## src/rtl/way_shrink_ctrl.sv

```systemverilog
module way_shrink_ctrl #(
  parameter int NUM_WAYS = 8,
  parameter int CNT_W    = 16,
  parameter int RATIO_W  = 8,
  localparam int EW      = $clog2(NUM_WAYS + 1)
) (
  input  logic                clk,
  input  logic                rst_n,
  input  logic                sleep_entry_i,
  input  logic                in_normal_i,
  input  logic [EW-1:0]       step_ways_i,
  input  logic [RATIO_W-1:0]  thresh_i,
  input  logic [RATIO_W-1:0]  ratio_i,
  input  logic [CNT_W-1:0]    res_limit_i,
  input  logic                flush_done_i,
  output logic [NUM_WAYS-1:0] way_en_o,
  output logic [NUM_WAYS-1:0] flush_req_o,
  output logic                busy_o
);

  logic [EW-1:0]    en_q, rem_q, n_take;
  logic             busy_q, exp_q;
  logic [CNT_W-1:0] tmr_q;
  logic [CNT_W:0]   tmr_nxt;

  wire accept = sleep_entry_i && !busy_q;
  wire thr_ok = (thresh_i == '0) || (ratio_i < thresh_i);
  assign n_take  = (step_ways_i < en_q) ? step_ways_i : en_q - 1'b1;
  wire start  = accept && !exp_q && thr_ok && (n_take != '0);
  assign tmr_nxt = {1'b0, tmr_q} + 1'b1;

  always_ff @(posedge clk) begin
    if (!rst_n) begin
      en_q   <= EW'(NUM_WAYS);
      rem_q  <= '0;
      busy_q <= 1'b0;
      exp_q  <= 1'b0;
      tmr_q  <= '0;
    end else begin
      if (busy_q) begin
        if (flush_done_i) begin
          en_q  <= en_q - 1'b1;
          rem_q <= rem_q - 1'b1;
          if (rem_q == EW'(1)) busy_q <= 1'b0;
        end
      end else if (exp_q) begin
        en_q <= EW'(NUM_WAYS);
      end else if (start) begin
        busy_q <= 1'b1;
        rem_q  <= n_take;
      end

      if (accept) begin
        tmr_q <= '0;
        exp_q <= 1'b0;
      end else if (in_normal_i && !exp_q) begin
        tmr_q <= tmr_nxt[CNT_W-1:0];
        if (tmr_nxt >= {1'b0, res_limit_i}) exp_q <= 1'b1;
      end
    end
  end

  for (genvar i = 0; i < NUM_WAYS; i++) begin : g_way
    assign way_en_o[i]    = EW'(i) < en_q;
    assign flush_req_o[i] = busy_q && (EW'(i) + 1'b1 == en_q);
  end

  assign busy_o = busy_q;

endmodule


```

## config.mk

```make
export PLATFORM = sky130hd
export DESIGN_NAME = way_shrink_ctrl
export DESIGN_NICKNAME = d
export VERILOG_FILES = /design/src/rtl/way_shrink_ctrl.sv
export SDC_FILE = /design/constraint.sdc
export NUM_CORES = 1
export LEC_CHECK = 0
export BUFFER_PORTS_ARGS = -buffer_cell sky130_fd_sc_hd__buf_4
export CORE_ASPECT_RATIO = 0.7
export CORE_UTILIZATION = 45
export CTS_BUF_LIST = sky130_fd_sc_hd__clkbuf_4 sky130_fd_sc_hd__clkbuf_8
export DETAILED_ROUTE_END_ITERATION = 8
export HOLD_SLACK_MARGIN = 0.08
export MAX_ROUTING_LAYER = met4
export PLACE_DENSITY = 0.77
export SKIP_LAST_GASP = 1
export SLEW_MARGIN = 10
export SYNTH_ARGS = -nofsm -noshare
export SYNTH_HDL_FRONTEND = slang
export SYNTH_SLANG_ARGS = --single-unit
```

## constraint.sdc

```tcl
create_clock -name clk -period 3.2 [get_ports clk]
set_input_delay 0.64 -clock clk [delete_from_list [all_inputs] [get_ports clk]]
set_output_delay 0.64 -clock clk [all_outputs]
set_load 0.05 [all_outputs]
```

==> impl_metrics.env <==
export IMPL_clock_sinks=26
export IMPL_synthCells=306
export IMPL_core_area_um2=4940
export IMPL_critPathKind="flop to flop"
export IMPL_cts_tree="yes"
export IMPL_port_buffers=57
export IMPL_finalPower_uw=813
export IMPL_cts_setup_buffers=0
export IMPL_hp_start="rem_q[1]"
export IMPL_hold_depth=2
export IMPL_synth_edf_count=0
export IMPL_synth_area_um2=2390
export IMPL_viasPerCell=5.27
export IMPL_num_antenna_cells=0
export IMPL_run_status="complete, no violations"
export IMPL_final_cell_mix="buf_4 (60), inv_1 (35), ha_1 (34), nor2_1 (28)"
export IMPL_syn_avg_cell_area_um2=7.81
export IMPL_dr_pass1_iters=4
export IMPL_wire_per_inst_um=12.9
export IMPL_num_vias=2260
export IMPL_area_delta_synth_final_pct=22.2
export IMPL_r2r_setup_slack_ns=0.22
export IMPL_powerDensity_nw_per_um2=279
export IMPL_die_area_um2=5610
export IMPL_die_x_um=89.1
export IMPL_setup_viol_count_final=0
export IMPL_yosys_most_used_dff="dfxtp_1"
export IMPL_synth_top_family_by_area="simple AND/OR/NAND/NOR gates"
export IMPL_async_reset_ff_share_pct=0
export IMPL_yosys_area_share_xor_xnor_pct=9.53
export IMPL_critical_path_top_delay_family="simple AND/OR/NAND/NOR gates"
export IMPL_critPathLaunchType="flop"
export IMPL_die_h_um=63.0
export IMPL_h_tree_depth=1
export IMPL_synth_top_area_cell="dfxtp_1"
export IMPL_fp_row_count=21
export IMPL_worstSetupEndpointType="flop"
export IMPL_synthesis_nets=381
export IMPL_grtUsageTotal_pct=20.8
export IMPL_clkTransAtPathRegs_ns=0.09
export IMPL_detailed_place_hpwl_mm=4.54
export IMPL_finClkSkew_ns=0.00830
export IMPL_yosys_area_share_adder_pct=17.8
export IMPL_grt_max_degree=18
export IMPL_slowest_delay_ns=0.65
export IMPL_layout_setup_ws_ns=0.215
export IMPL_cts_resized=0
export IMPL_ctsHoldBuffers=0
export IMPL_fin_crit_sh_pct=93.3
export IMPL_drc=0
export IMPL_cpMaxStageDelayCell="or4_1"
export IMPL_synth_compound_area_share_pct=19.2
export IMPL_synth_seq_cells=26
export IMPL_synthSimpleGateAreaFrac_pct=22.7
export IMPL_nets=437
export IMPL_cts_root_buf="clkbuf_8"
export IMPL_drt_iter0_drc=188
export IMPL_reg2reg_from="tmr_q[0]"
export IMPL_layout_drive_gt1_share_pct=19.2
export IMPL_ys_warn_count=0
export IMPL_grt_pass1_wl_mm=9.08
export IMPL_rr_worst_depth=12
export IMPL_cts_path_max_buffers=2
export IMPL_drt_antenna_violating_nets=0
export IMPL_cts_buffers=3
export IMPL_cp_data_arrival_time_ns=3.15
export IMPL_crit_required_ns=3.36
export IMPL_yosysSeqAreaShare_pct=21.8
export IMPL_synth_cell_types=50
export IMPL_vdd_drop_max_v=0.000162
export IMPL_rsz0062_at_grt="false"
export IMPL_holdPathEnd="rem_q[1]"
export IMPL_rr_endpoint="exp_q"
export IMPL_overflow=0
export IMPL_worst_pin_slew_ns=0.582
export IMPL_grt_pass1_vias=1986
export IMPL_final_hold_viol_count=0
export IMPL_slew_headroom_pct=61.2
export IMPL_p_leak_uw=0.00138
export IMPL_path_buf_inv=0
export IMPL_antenna_found_initial=0
export IMPL_mostFrequentLayoutCell="buf_4"
export IMPL_ys_top_cells_by_area="dfxtp_1 (22%), ha_1 (18%), inv_1 (5.5%)"
export IMPL_slew_violations=0
export IMPL_layout_min_cycle_time_ns=2.98
export IMPL_fin_tns_setup_ns=0
export IMPL_dp_slack_ns=0.228
export IMPL_fmax_mhz=335
export IMPL_holdCritPathClass="flop to flop"
export IMPL_io_pin_count=58
export IMPL_synthMuxAreaShare_pct=1.26
export IMPL_crit_chain="ha_1 -> nand3_2 -> or4_1 -> nor2_1 -> xor2_1 -> ha_1 -> a21o_1 -> a211oi_1 -> o31a_1 -> nand2_1 -> a21oi_1 -> a211oi_1"
export IMPL_totalWireLength_mm=5.54
export IMPL_gp_congestion=0.864
export IMPL_utilization_pct=59.1
export IMPL_yosysTopAreaCellShare_pct=21.8
export IMPL_drv_cap=0
export IMPL_start_util_pct=48.4
export IMPL_cp_max_fo=5
export IMPL_clkLatencyLatePin_ns=0.27
[cell families (layout without fill, tap and decap cells)]
logic type | after synthesis | count (layout)
AO/OA/AOI/OAI | 65 | 65
XOR/XNOR | 26 | 26
adder cells (fa/ha/maj) | 34 | 34
AND/OR/NAND/NOR | 107 | 107
flip-flops | 26 | 26
buffers and inverters | 45 | 99
multiplexers | 3 | 3
[sequential cells by signal, indices dropped and copies added (netlist names)]
| signal | flops |
|---|---|
| exp_q | 1 |
| tmr_q | 16 |
| rem_q | 4 |
| en_q | 4 |
| busy_o | 1 |
[cell usage after synthesis (2+ instances only)]
master and n:
or3_1 9, buf_2 2, nor2_1 28, o211ai_1 2, nand2b_1 6, a211oi_1 5
nand4_1 7, nand3_1 9, and3_1 3, nor3_1 5, inv_1 35, ha_1 34
nand2_1 26, dfxtp_1 26, a21oi_1 20, nand3_2 2, nor4_1 4, o21ai_0 13
a21o_1 9, clkbuf_1 5, xnor2_1 13, xor2_1 13, mux2i_1 3
[tightest hold or removal path, stage by stage, from the launching register on]
cell	delay (ns)
dfxtp_1	0.33
nand2_1	0.06
a21oi_1	0.05
[worst max path at each step]
| stage | start | end | slack [ns] | depth (start not counted) |
|---|---|---|---|---|
| after CTS | tmr_q[0] | exp_q | 0.21 | 12 |
| after detailed placement | tmr_q[0] | exp_q | 0.23 | 12 |
| final | tmr_q[0] | exp_q | 0.22 | 12 |
| after global routing | tmr_q[0] | exp_q | 0.02 | 12 |
| after floorplan | busy_o | flush_req_o[7] | 0.1 | 4 |
| after global placement | tmr_q[0] | exp_q | 0.37 | 12 |
[where the power goes]
group | total [uW] | switching (uW) | leakage (uW) | internal [uW]
clock | 179 | 94.7 | 0.0000216 | 84.2
sequential | 357 | 20.1 | 0.000211 | 337
combinational | 278 | 157 | 0.00115 | 121
[final cells by class]
| class | count | area (um2) |
|---|---|---|
| fillers | 435 | 2020 |
| multi-input cells | 235 | 1690 |
| flip-flops and latches | 26 | 520 |
| repair buffers | 60 | 450 |
| inverters | 36 | 135 |
| well taps | 69 | 86.3 |
| clock buffers | 3 | 41.3 |
[per-stage QoR]
stage          area, um2  instances  hold WS (ns)
5_1_grt             2920        429         0.521
3_3_place_gp        2880        426         0.452
2_1_floorplan       2390        306         0.441
4_1_cts             2920        429         0.483
3_5_place_dp        2880        426         0.473
6_report            2920        429         0.483
[per-layer routing]
layer / vias up / GRT usage (%) / share of wire (%)
met4: 0 / 1.98 / 0.25
met1: 1022 / 32.1 / 54
met2: 64 / 28.7 / 40
met5: - / - / 0
li1: 1172 / - / -
met3: 2 / 3.83 / 5.8
(Power assumes the default switching activity.)
